===== config.mk =====
export PLATFORM = sky130hd
export DESIGN_NAME = tdm_slot_seq
export DESIGN_NICKNAME = d
export VERILOG_FILES = /design/src/rtl/tdm_seq_pkg.sv /design/src/rtl/tdm_route_tbl.sv /design/src/rtl/tdm_slot_walker.sv /design/src/rtl/tdm_pin_mux.sv /design/src/rtl/tdm_slot_seq.sv
export SDC_FILE = /design/constraint.sdc
export NUM_CORES = 1
export LEC_CHECK = 0
export ABC_CLOCK_PERIOD_IN_PS = 7500
export BUFFER_PORTS_ARGS = -buffer_cell sky130_fd_sc_hd__buf_2
export CAP_MARGIN = 10
export CORE_ASPECT_RATIO = 1.4
export CORE_MARGIN = 8
export CORE_UTILIZATION = 45
export CTS_CLUSTER_DIAMETER = 100
export DETAILED_ROUTE_END_ITERATION = 10
export PLACE_DENSITY_LB_ADDON = 0.12
export SLEW_MARGIN = 20
export SYNTH_ARGS = -nofsm -noshare
export SYNTH_HDL_FRONTEND = slang
export SYNTH_HIERARCHICAL = 1
export SYNTH_SLANG_ARGS = --single-unit
export TNS_END_PERCENT = 20

===== constraint.sdc =====
create_clock -name clk_i -period 7.5 [get_ports clk_i]
set_input_delay 0.375 -clock clk_i [delete_from_list [all_inputs] [get_ports clk_i]]
set_output_delay 0.375 -clock clk_i [all_outputs]
set_load 0.005 [all_outputs]

===== src/rtl/tdm_seq_pkg.sv =====
package tdm_seq_pkg;
  localparam int ENT_W  = 16;
  localparam int CSEL_W = 3;
  localparam int CNT_W  = 4;
  localparam int STB_N  = 4;
  localparam int CH_N   = 6;
  localparam int RSV_W  = ENT_W - CSEL_W - CNT_W - STB_N - 3;

  typedef struct packed {
    logic [RSV_W-1:0]  rsvd;
    logic              last;
    logic [CNT_W-1:0]  len;
    logic [STB_N-1:0]  strb;
    logic              swap;
    logic              loop;
    logic [CSEL_W-1:0] chan;
  } slot_ent_t;

  function automatic logic chan_used(logic [CSEL_W-1:0] c);
    return (c != '0) && (c != '1);
  endfunction

  function automatic logic [CH_N-1:0] chan_onehot(logic [CSEL_W-1:0] c);
    logic [CH_N-1:0] r;
    r = '0;
    if (chan_used(c)) r[c - CSEL_W'(1)] = 1'b1;
    return r;
  endfunction

  function automatic slot_ent_t scrub(slot_ent_t e);
    slot_ent_t r;
    r      = e;
    r.rsvd = '0;
    return r;
  endfunction
endpackage


===== src/rtl/tdm_route_tbl.sv =====
module tdm_route_tbl
  import tdm_seq_pkg::*;
#(
  parameter int DEPTH = 16,
  localparam int AW   = $clog2(DEPTH)
) (
  input  logic          clk_i,
  input  logic          rst_ni,
  input  logic          wr_en_i,
  input  logic [AW-1:0] wr_addr_i,
  input  slot_ent_t     wr_data_i,
  input  logic          load_i,
  input  logic [AW-1:0] cur_addr_i,
  output slot_ent_t     cur_o,
  input  logic [AW-1:0] rd_addr_i,
  output slot_ent_t     rd_o
);
  slot_ent_t shadow_q [DEPTH];
  slot_ent_t active_q [DEPTH];

  always_ff @(posedge clk_i or negedge rst_ni) begin
    if (!rst_ni) begin
      for (int i = 0; i < DEPTH; i++) begin
        shadow_q[i] <= '0;
        active_q[i] <= '0;
      end
    end else begin
      // active copy takes the shadow as it stood before this edge's write
      if (load_i) active_q <= shadow_q;
      if (wr_en_i) shadow_q[wr_addr_i] <= scrub(wr_data_i);
    end
  end

  assign cur_o = active_q[cur_addr_i];
  assign rd_o  = shadow_q[rd_addr_i];


  active_frozen_chk: assert property (@(posedge clk_i) disable iff (!rst_ni)
    !load_i ##1 $stable(cur_addr_i) |-> $stable(cur_o));
endmodule


===== src/rtl/tdm_slot_walker.sv =====
module tdm_slot_walker
  import tdm_seq_pkg::*;
#(
  parameter int DEPTH = 16,
  localparam int AW   = $clog2(DEPTH)
) (
  input  logic          clk_i,
  input  logic          rst_ni,
  input  logic          sync_i,
  input  slot_ent_t     ent_i,
  output logic [AW-1:0] ptr_o,
  output logic          run_o
);
  logic             run_q;
  logic [AW-1:0]    ptr_q;
  logic [CNT_W-1:0] bit_q;
  logic             slot_end, tbl_end;

  assign slot_end = (bit_q == ent_i.len);
  assign tbl_end  = ent_i.last || (ptr_q == AW'(DEPTH - 1));

  always_ff @(posedge clk_i or negedge rst_ni) begin
    if (!rst_ni) begin
      run_q <= 1'b0;
      ptr_q <= '0;
      bit_q <= '0;
    end else if (sync_i) begin
      run_q <= 1'b1;
      ptr_q <= '0;
      bit_q <= '0;
    end else if (run_q) begin
      if (slot_end) begin
        bit_q <= '0;
        if (tbl_end) run_q <= 1'b0;
        else         ptr_q <= ptr_q + AW'(1);
      end else begin
        bit_q <= bit_q + CNT_W'(1);
      end
    end
  end

  assign ptr_o = ptr_q;
  assign run_o = run_q;


  sync_restart_chk: assert property (@(posedge clk_i) disable iff (!rst_ni)
    sync_i |=> run_q && ptr_q == '0 && bit_q == '0);


  slot_len_chk: assert property (@(posedge clk_i) disable iff (!rst_ni)
    run_q && !sync_i && !slot_end |=> bit_q == $past(bit_q) + CNT_W'(1) && ptr_q == $past(ptr_q));


  last_stop_chk: assert property (@(posedge clk_i) disable iff (!rst_ni)
    run_q && !sync_i && slot_end && ent_i.last |=> !run_q);
endmodule


===== src/rtl/tdm_pin_mux.sv =====
module tdm_pin_mux
  import tdm_seq_pkg::*;
(
  input  logic             clk_i,
  input  logic             rst_ni,
  input  logic             rx_run_i,
  input  slot_ent_t        rx_ent_i,
  input  logic             tx_run_i,
  input  slot_ent_t        tx_ent_i,
  input  logic [CH_N-1:0]  tx_data_i,
  input  logic             rxd_i,
  input  logic             txd_i,
  output logic             txd_o,
  output logic             txd_oe_o,
  output logic             rxd_o,
  output logic             rxd_oe_o,
  output logic [CH_N-1:0]  rx_stb_o,
  output logic             rx_data_o,
  output logic [CH_N-1:0]  tx_req_o,
  output logic [STB_N-1:0] strb_o
);
  logic swap, loop, tx_used, rx_used, tx_bit, rx_src;

  always_comb begin
    swap    = rx_run_i && rx_ent_i.swap;  // transmit-side swap bit deliberately unused
    loop    = (rx_run_i && rx_ent_i.loop) || (tx_run_i && tx_ent_i.loop);
    tx_used = tx_run_i && chan_used(tx_ent_i.chan);
    rx_used = rx_run_i && chan_used(rx_ent_i.chan);
    tx_bit  = tx_used ? tx_data_i[tx_ent_i.chan - CSEL_W'(1)] : 1'b0;

    if (loop)      rx_src = tx_bit;
    else if (swap) rx_src = txd_i;
    else           rx_src = rxd_i;

    txd_oe_o  = tx_used && !swap;
    rxd_oe_o  = tx_used && swap;
    txd_o     = txd_oe_o ? tx_bit : 1'b0;
    rxd_o     = rxd_oe_o ? tx_bit : 1'b0;
    tx_req_o  = tx_run_i ? chan_onehot(tx_ent_i.chan) : '0;
    rx_stb_o  = rx_run_i ? chan_onehot(rx_ent_i.chan) : '0;
    rx_data_o = rx_used ? rx_src : 1'b0;
    strb_o    = (rx_run_i ? rx_ent_i.strb : '0) | (tx_run_i ? tx_ent_i.strb : '0);
  end


  one_driver_chk: assert property (@(posedge clk_i) disable iff (!rst_ni)
    !(txd_oe_o && rxd_oe_o));


  rx_onehot_chk: assert property (@(posedge clk_i) disable iff (!rst_ni)
    $onehot0(rx_stb_o) && $onehot0(tx_req_o));


  unused_hiz_chk: assert property (@(posedge clk_i) disable iff (!rst_ni)
    tx_req_o == '0 |-> !txd_oe_o && !rxd_oe_o);


  strb_or_chk: assert property (@(posedge clk_i) disable iff (!rst_ni)
    rx_run_i |-> (strb_o & rx_ent_i.strb) == rx_ent_i.strb);
endmodule


===== src/rtl/tdm_slot_seq.sv =====
module tdm_slot_seq
  import tdm_seq_pkg::*;
#(
  parameter int DEPTH = 16,
  localparam int AW   = $clog2(DEPTH)
) (
  input  logic             clk_i,
  input  logic             rst_ni,
  input  logic             fsync_i,
  input  logic             wr_en_i,
  input  logic             wr_tbl_i,
  input  logic [AW-1:0]    wr_addr_i,
  input  logic [ENT_W-1:0] wr_data_i,
  input  logic             rd_tbl_i,
  input  logic [AW-1:0]    rd_addr_i,
  output logic [ENT_W-1:0] rd_data_o,
  input  logic             rxd_i,
  input  logic             txd_i,
  output logic             txd_o,
  output logic             txd_oe_o,
  output logic             rxd_o,
  output logic             rxd_oe_o,
  output logic [CH_N-1:0]  rx_stb_o,
  output logic             rx_data_o,
  output logic [CH_N-1:0]  tx_req_o,
  input  logic [CH_N-1:0]  tx_data_i,
  output logic [STB_N-1:0] strb_o
);
  localparam int NTBL = 2;  // 0 receive, 1 transmit

  slot_ent_t [NTBL-1:0]         cur_ent;
  slot_ent_t [NTBL-1:0]         rd_ent;
  logic      [NTBL-1:0][AW-1:0] ptr;
  logic      [NTBL-1:0]         run;

  for (genvar t = 0; t < NTBL; t++) begin : g_side
    tdm_route_tbl #(.DEPTH(DEPTH)) u_tbl (
      .clk_i      (clk_i),
      .rst_ni     (rst_ni),
      .wr_en_i    (wr_en_i && (wr_tbl_i == 1'(t))),
      .wr_addr_i  (wr_addr_i),
      .wr_data_i  (slot_ent_t'(wr_data_i)),
      .load_i     (fsync_i),
      .cur_addr_i (ptr[t]),
      .cur_o      (cur_ent[t]),
      .rd_addr_i  (rd_addr_i),
      .rd_o       (rd_ent[t])
    );

    tdm_slot_walker #(.DEPTH(DEPTH)) u_walk (
      .clk_i  (clk_i),
      .rst_ni (rst_ni),
      .sync_i (fsync_i),
      .ent_i  (cur_ent[t]),
      .ptr_o  (ptr[t]),
      .run_o  (run[t])
    );
  end

  assign rd_data_o = rd_ent[rd_tbl_i];

  tdm_pin_mux u_mux (
    .clk_i     (clk_i),
    .rst_ni    (rst_ni),
    .rx_run_i  (run[0]),
    .rx_ent_i  (cur_ent[0]),
    .tx_run_i  (run[1]),
    .tx_ent_i  (cur_ent[1]),
    .tx_data_i (tx_data_i),
    .rxd_i     (rxd_i),
    .txd_i     (txd_i),
    .txd_o     (txd_o),
    .txd_oe_o  (txd_oe_o),
    .rxd_o     (rxd_o),
    .rxd_oe_o  (rxd_oe_o),
    .rx_stb_o  (rx_stb_o),
    .rx_data_o (rx_data_o),
    .tx_req_o  (tx_req_o),
    .strb_o    (strb_o)
  );


  rsvd_zero_chk: assert property (@(posedge clk_i) disable iff (!rst_ni)
    rd_data_o[ENT_W-1 -: RSV_W] == '0);
endmodule


==> results.yml, run 1 <==
clocking:
  h-tree-depth: 3
  clk_latency_ps: 650
  tritoncts: "built"
  cts.sinks: 898
  cts_root_buf: "clkbuf_16"
  cts_buffer_depth: 3
  cts_made_buffers: 91
  clkTransAtPathRegs_ps: 60
logic_synthesis:
  avgSynthCellArea_sq_um: 15.80
  yosysWarnings: 6
  synthesis.area_sq_um: 40800
  syn-instance-count: 2582
timing:
  maxSlewViolCount: 0
  rsz0062_at_grt: "false"
  max_freq_mhz: 203.8
  fin_setup_tns_ps: 0
  slew_headroom_pct: 26.50
  hold_viol: 0
  fin_crit_ps: 4908
  period_share_pct: 65.44
  setup_viol: 0
  finalClockSkew_ps: 20.04
  worst_pin_slew_ps: 1103
setup_path:
  critPathCapture: "rx_data_o"
  worstPathArrival_ps: 4530
  r2r_end: "g_side[1].u_walk/ptr_o[3]"
  critical_path.startpoint: "g_side[1].u_walk/ptr_o[0]"
  crit_chain: "buf_4 > mux4_2 > a22oi_1 > nand2_1 > inv_1 > ha_1 > and3b_1 > o21ai_2 > o22a_4 > a21oi_2 > buf_2"
  cp-start-kind: "flop"
  regToRegStartpoint: "g_side[1].u_walk/ptr_o[1]"
  required_ps: 7120
  cp_slowest_cell: "dfrtp_4"
  crit_path_max_fanout: 27
  critPathMaxStageDelay_ps: 840
  reg2reg_depth: 8
  cp-end-kind: "output pin"
  ff2ff_setup_slack_ps: 3500
  path_class: "flop to output pin"
placement:
  gp_congestion: 0.7874
  hpwl_um: 67080
  io_buffers: 70
  placed_cell_area_sq_um: 42500
grt:
  grt_usage_pct: 22.16
  gr-total-overflow: 0
  grt_pass1_vias: 25200
  antenna_found_initial: 10
  grt_max_degree: 187
  grt_pass1_wl_um: 168200
floorplan:
  die_y_um: 372.3
  start_util_pct: 45.44
  io_pins: 75
  num_rows: 130
  dieArea_sq_um: 100700
  core_area_sq_um: 89790
  dieWidth_um: 270.5
route:
  drc_errors: 0
  vias: 23010
  drt-total-wl_um: 110600
  dr.pass1.iters: 4
  via_per_inst: 5.926
  avgRoutedWirePerCell_um: 28.48
  drtIter0Drc: 1409
  drtAntennaViolNets: 0
hold_path:
  hold_path_depth: 2
  hold_class: "primary input to flop"
status:
  status: "complete, no violations"
cells_and_area:
  final_cell_mix: "894 x dfrtp_1, 889 x mux2_2, 221 x mux4_2"
  final_net_count: 2667
  final_common_cell: "dfrtp_1"
  design_area_sq_um: 45680
  drive_gt1_share_pct: 53.61
  area_delta_synth_final_pct: 11.98
flow_run:
  cap_violations: 0
power_and_ir_drop:
  p_per_area_nw_per_um2: 308.1
  peakVddDrop_mv: 0.1781
  p_leak_nw: 20.16
per-stage QoR:
step	hold slack (ps)	power [mW]	setup WS, ps	cells	util (%)
finish	156.2	14.07	2592	3882	50.88
global route	200.5	14.78	2308	3879	50.87
CTS	178.3	14.25	2448	3876	50.81
detailed placement	418.9	9.482	3157	3713	47.33
global placement	407.7	9.322	3169	3713	47.33
floorplan	79.41	8.465	4254	2584	-
layout make-up:
| type | instances | area [sq um] |
|---|---|---|
| Antenna cell | 4 | 10.01 |
| Clock buffer | 132 | 2696 |
| Clock inverter | 30 | 411.6 |
| Fill cell | 7547 | 44100 |
| Inverter | 10 | 37.54 |
| Multi-Input combinational cell | 1480 | 17540 |
| Sequential cell | 898 | 22480 |
| Tap cell | 1188 | 1486 |
| Timing Repair Buffer | 140 | 1016 |
power by group:
group / internal (mW) / switching (mW) / total [mW]
clock: 2.83 / 1.88 / 4.71
sequential: 5.87 / 0.689 / 6.56
combinational: 1.61 / 1.19 / 2.80
total: 10.3 / 3.77 / 14.1
sequential cells by signal (all words and copies together), names as in the netlist:
register and count:
g_side.u_walk/ptr_o 8, g_side.u_tbl/active_q 432, g_side.u_walk/run_o 2, g_side.u_tbl/shadow_q 448, g_side.u_walk/bit_q 8
how the worst min path moves through the flow:
stage             from                            end  slack, ps
2_1_floorplan   rst_ni    g_side[0].u_tbl/active_q[0]         80
6_report       fsync_i      g_side[0].u_walk/bit_q[2]        160
3_3_place_gp    rst_ni  g_side[0].u_tbl/shadow_q[236]        410
4_1_cts        fsync_i      g_side[0].u_walk/bit_q[2]        180
5_1_grt        fsync_i      g_side[0].u_walk/bit_q[2]        200
3_5_place_dp    rst_ni   g_side[0].u_tbl/shadow_q[44]        420
critical path: cells and delay by family (launching register included):
family	cells	cell delay, ps
buffers and inverters	3	810
AOI/OAI and AO/OA	4	940
adders and majority gates	1	200
muxes	1	560
and+or+nand+nor	2	510
DFF	1	840
per-layer routing:
layer	vias to the layer above	GRT usage, %	part of all wire, %
met5	-	0	0.081
met4	14	8.369	3.7
met3	189	4.222	5.0
met2	498	36.50	49
met1	12530	29.10	43
li1	9773	-	-
what timing repair did:
action,in CTS,in global routing
resized for setup,0,0
hold endpoints to repair,72,0
buffers inserted,0,0
hold buffers,1,0
endpoints found under the setup margin,0,0
(Power assumes the default switching activity.)
==> run 2: changes to the inputs <==
--- a/config.mk
+++ b/config.mk
@@ -5,7 +5,8 @@
 export SDC_FILE = /design/constraint.sdc
 export NUM_CORES = 1
 export LEC_CHECK = 0
-export ABC_CLOCK_PERIOD_IN_PS = 7500
+export ABC_AREA = 1
+export ABC_CLOCK_PERIOD_IN_PS = 4200
 export BUFFER_PORTS_ARGS = -buffer_cell sky130_fd_sc_hd__buf_2
 export CAP_MARGIN = 10
 export CORE_ASPECT_RATIO = 1.4
==> constraint.sdc (replaced) <==
create_clock -name clk_i -period 4.2 [get_ports clk_i]
set_input_delay 0.21 -clock clk_i [delete_from_list [all_inputs] [get_ports clk_i]]
set_output_delay 0.21 -clock clk_i [all_outputs]
set_load 0.005 [all_outputs]
==> run 2 against run 1 <==
Die area is 9.4% higher; clock skew is 6.5 ps higher; setup slack worse by 2100 ps; via count is 64% higher; combinational power grew to 3.1 times the previous value; largest power group unchanged; highest routed layer unchanged.
==> results.yml, run 2 <==
status:
  status: "complete, no violations"
setup_path:
  required_ps: 3990
  cp-end-kind: "output pin"
  critical_path.startpoint: "g_side[0].u_walk/ptr_o[0]"
  regToRegStartpoint: "g_side[0].u_walk/ptr_o[0]"
  cp_slowest_cell: "dfrtp_4"
  critPathMaxStageDelay_ps: 660
  worstPathArrival_ps: 3480
  path_class: "flop to output pin"
  crit_path_max_fanout: 41
  cp-start-kind: "flop"
  crit_chain: "inv_4 > buf_4 > nand2_1 > nand3_1 > nand3_1 > nand3_1 > nand2_1 > a211oi_2 > nand2_1 > nor2_1 > buf_2"
route:
  drt-total-wl_um: 140600
  drtIter0Drc: 3209
  avgRoutedWirePerCell_um: 19.40
  vias: 37770
  drc_errors: 0
  drtAntennaViolNets: 0
  dr.pass1.iters: 5
  via_per_inst: 5.210
floorplan:
  core_area_sq_um: 99250
  dieArea_sq_um: 110100
  dieWidth_um: 282.8
  die_y_um: 389.5
  io_pins: 75
  num_rows: 137
  start_util_pct: 45.17
power_and_ir_drop:
  p_per_area_nw_per_um2: 575.4
  p_leak_nw: 24.53
  peakVddDrop_mv: 0.3216
timing:
  setup_viol: 0
  finalClockSkew_ps: 26.54
  fin_hold_ws_ps: 56.18
  worst_pin_slew_ps: 1164
  rsz0062_at_grt: "false"
  setup_slack_ps: 514.5
  fin_setup_tns_ps: 0
  fin_crit_ps: 3686
  hold_viol: 0
  slew_headroom_pct: 22.19
  max_freq_mhz: 271.3
  maxSlewViolCount: 0
  period_share_pct: 87.75
cells_and_area:
  drive_gt1_share_pct: 7.016
  final_net_count: 5913
  design_area_sq_um: 48860
  area_delta_synth_final_pct: 8.969
  final_common_cell: "nand2_1"
  largest_register_ffs: 448
  final_cell_mix: "1939 x nand2_1, 931 x inv_1, 894 x dfrtp_1"
  reg_top3: "g_side.u_tbl/shadow_q: 448 flops, g_side.u_tbl/active_q: 432 flops"
  top_register: "g_side.u_tbl/shadow_q"
logic_synthesis:
  synthesis.area_sq_um: 44840
  avgSynthCellArea_sq_um: 7.474
  syn-instance-count: 5999
  yosysWarnings: 6
placement:
  place_ws_ps: 1241
  hpwl_um: 82430
  placed_cell_area_sq_um: 45900
  gp_congestion: 0.8055
  io_buffers: 70
clocking:
  cts_made_buffers: 91
  h-tree-depth: 3
  clk_latency_ps: 670
  tritoncts: "built"
  cts_resized: 0
  cts.sinks: 898
  post-cts-setup-buffer-count: 0
  cts_hold_buf: 5
  cts_buffer_depth: 3
  clkTransAtPathRegs_ps: 60
  cts_root_buf: "clkbuf_16"
grt:
  grt_pass1_vias: 35700
  grt_max_degree: 147
  antenna_found_initial: 6
  grt_usage_pct: 25.52
  gr-total-overflow: 0
  grt_pass1_wl_um: 216400
flow_run:
  cap_violations: 0
hold_path:
  worstHoldStart: "wr_data_i[6]"
  hold_class: "primary input to flop"
[run 2: power breakdown]
part | leakage (nW) | total, mW | switching [mW] | internal (mW)
registers | 10.9 | 11.2 | 0.875 | 10.4
logic | 12.2 | 8.71 | 5.95 | 2.76
clock network | 1.43 | 8.15 | 3.49 | 4.65
total | 24.5 | 28.1 | 10.3 | 17.8
[run 2: path summary, 6_finish.rpt]
kind | to | slack [ps] | depth (start not counted)
max | rx_stb_o[2] | 510 | 11
min | g_side[1].u_tbl/shadow_q[70] | 60 | 3
max reg2reg | g_side[0].u_walk/ptr_o[2] | 1240 | 15
min reg2reg | g_side[1].u_tbl/active_q[161] | 470 | 2
max in group asynchronous | g_side[1].u_tbl/active_q[233] | 2750 | 3
min in group asynchronous | g_side[0].u_tbl/shadow_q[25] | 180 | 2
[run 2: critical path, delay by kind of cell, from the launching register on]
family / cells / cell delay [ps]
buf+inv: 3 / 980
compound gates: 1 / 360
simple gates: 7 / 780
flops: 1 / 660
[run 2: area by class of cell]
class,instances,area [sq um]
antenna,1,2.502
clock buffer,134,2653
clock inverter,21,250.2
fill,9963,50390
inverter,967,3646
multi-input combinational,3757,16890
sequential,898,22480
tap,1320,1652
timing repair buffer,152,1285
[run 2: metal layers]
metal	GRT usage, %	vias to the layer above	wire (um)	share of wire (%)
li1	-	18270	-	-
met1	33.97	18220	60080	43
met2	43.31	1074	68560	49
met3	2.837	211	7778	5.5
met4	8.154	2	4200	3.0
met5	0	-	11	0.0078
[run 2: stage by stage]
stage               util, %  power, mW  std cells
global route          49.22      29.96       7249
global placement      46.25      19.96       7089
detailed placement    46.25      20.11       7089
finish                49.23      28.11       7250
floorplan                 -      17.09       6001
CTS                   49.22      28.36       7249
==> run 3: changes to the inputs <==
--- a/config.mk
+++ b/config.mk
@@ -15,6 +15,7 @@
 export CTS_CLUSTER_DIAMETER = 100
 export DETAILED_ROUTE_END_ITERATION = 10
 export PLACE_DENSITY_LB_ADDON = 0.12
+export REMOVE_ABC_BUFFERS = 1
 export SLEW_MARGIN = 20
 export SYNTH_ARGS = -nofsm -noshare
 export SYNTH_HDL_FRONTEND = slang
==> run 3 against run 2 <==
Maximum frequency is 3.3% lower; worst hold slack worse by 4.0 ps; combinational power hardly changed; die area stayed put; final area is 0.16% higher.
==> results.yml, run 3 (synthesis results as in run 2) <==
status:
  status: "complete, no violations"
route:
  avgRoutedWirePerCell_um: 19.56
  via_per_inst: 5.231
  drtAntennaViolNets: 0
  drt-total-wl_um: 142000
  dr.pass1.iters: 6
  vias: 37960
  drc_errors: 0
  drtIter0Drc: 2981
cells_and_area:
  design_area_sq_um: 48930
  fin_util_pct: 49.30
  antenna-diode-count: 0
  reg_top3: "g_side.u_tbl/shadow_q: 448 flops, g_side.u_tbl/active_q: 432 flops"
  final_cells: 7257
  largest_register_ffs: 448
  area_delta_synth_final_pct: 9.139
  drive_gt1_share_pct: 7.226
  final_common_cell: "nand2_1"
  final_cell_mix: "1939 x nand2_1, 931 x inv_1, 894 x dfrtp_1"
  fillers: 9972
  final_net_count: 5921
  top_register: "g_side.u_tbl/shadow_q"
timing:
  max_freq_mhz: 262.4
  setup_viol: 0
  hold_viol: 0
  rsz0062_at_grt: "false"
  fin_hold_ws_ps: 52.20
  fin_crit_ps: 3811
  worst_pin_slew_ps: 1199
  finalClockSkew_ps: 21.05
  fin_setup_tns_ps: 0
  period_share_pct: 90.73
  setup_slack_ps: 389.4
  slew_headroom_pct: 19.87
  maxSlewViolCount: 0
setup_path:
  path_common_cell: "nand3_1"
  crit_chain: "buf_4 > nand2_1 > nand3_1 > nand3_1 > nand3_1 > nand2_1 > inv_2 > ha_1 > nand2_2 > nand3_1 > inv_1 > nand2_1 > a21oi_1 > buf_2"
  path_class: "flop to output pin"
  worstPathArrival_ps: 3600
  critical_path.startpoint: "g_side[1].u_walk/ptr_o[0]"
  required_ps: 3990
  cp_slowest_cell: "dfrtp_4"
  crit_path_max_fanout: 45
  cp-end-kind: "output pin"
  cp-start-kind: "flop"
  regToRegStartpoint: "g_side[1].u_walk/ptr_o[0]"
  critPathMaxStageDelay_ps: 480
clocking:
  cts_made_buffers: 92
  cts.sinks: 898
  clk_latency_ps: 680
  cts_root_buf: "clkbuf_16"
  tritoncts: "built"
  post-cts-setup-buffer-count: 0
  h-tree-depth: 3
  clkTransAtPathRegs_ps: 70
  cts_buffer_depth: 3
hold_path:
  worstHoldStart: "wr_data_i[5]"
  hold_class: "primary input to flop"
floorplan:
  core_area_sq_um: 99250
  dieArea_sq_um: 110100
  num_rows: 137
  start_util_pct: 45.17
  die_y_um: 389.5
  dieWidth_um: 282.8
  io_pins: 75
power_and_ir_drop:
  p_per_area_nw_per_um2: 575.9
  total_power_mw: 28.18
  p_leak_nw: 24.58
  peakVddDrop_mv: 0.4939
grt:
  grt_pass1_wl_um: 218900
  grt_max_degree: 162
  gr-total-overflow: 0
  antenna_found_initial: 2
  grt_pass1_vias: 36620
  grt_usage_pct: 25.82
placement:
  placed_cell_area_sq_um: 45940
  dpl.cell_count: 7097
  hpwl_um: 83800
  gp_congestion: 0.8255
  place_ws_ps: 1025
  io_buffers: 70
flow_run:
  cap_violations: 0
[run 3: changes by cell type in the layout (fill, tap and decap cells not counted), sizes merged]
cell,change
dlygate4sd3,-1
clkinvlp,+2
clkbuf,-3
inv,+1
diode,-1
bufinv,+1
buf,+8
[run 3: worst paths after layout]
| kind | slack (ps) | to | cells past startpoint |
|---|---|---|---|
| setup / recovery | 390 | rx_data_o | 14 |
| hold / removal | 50 | g_side[1].u_tbl/shadow_q[133] | 3 |
| setup reg to reg | 1060 | g_side[1].u_walk/ptr_o[0] | 15 |
| hold reg to reg | 470 | g_side[0].u_tbl/active_q[88] | 2 |
| max in group asynchronous | 2840 | g_side[0].u_tbl/shadow_q[189] | 3 |
| min in group asynchronous | 150 | g_side[1].u_tbl/active_q[0] | 2 |
[run 3: critical path: cells and delay by family, from the launching register on]
kind,cells,cell delay [ps]
AOI/OAI and AO/OA,1,190
DFF,1,480
adders and majority gates,1,240
buffers and inverters,4,700
and+or+nand+nor,8,1270
[run 3: cell type report]
class                      count  area, sq um  share of cell area, %
clock inverter                25        292.8                 0.5983
inverter                     967         3647                  7.454
tap                         1320         1652                  3.375
clock buffer                 131         2663                  5.441
multi-input combinational   3757        16890                  34.51
timing repair buffer         159         1310                  2.677
sequential                   898        22480                  45.94
[run 3: routing by layer]
metal	vias to the layer above	part of all wire, %	GRT usage [%]
met5	-	0	0
met3	260	5.4	3.052
met1	18380	42	33.46
met4	0	3.6	9.334
met2	1035	49	44.22
li1	18290	-	-
[run 3: timing repair]
| action | 4_1_cts | 5_1_grt |
|---|---|---|
| setup endpoints to repair | 0 | 0 |
| gates resized for setup | 0 | 0 |
| hold buffers | 4 | 0 |
| endpoints found under the hold margin | 79 | 0 |
[run 3: power breakdown]
| group | total [mW] | internal (mW) | switching [mW] |
|---|---|---|---|
| combinational | 8.71 | 2.76 | 5.96 |
| sequential | 11.2 | 10.4 | 0.824 |
| clock | 8.27 | 4.75 | 3.52 |
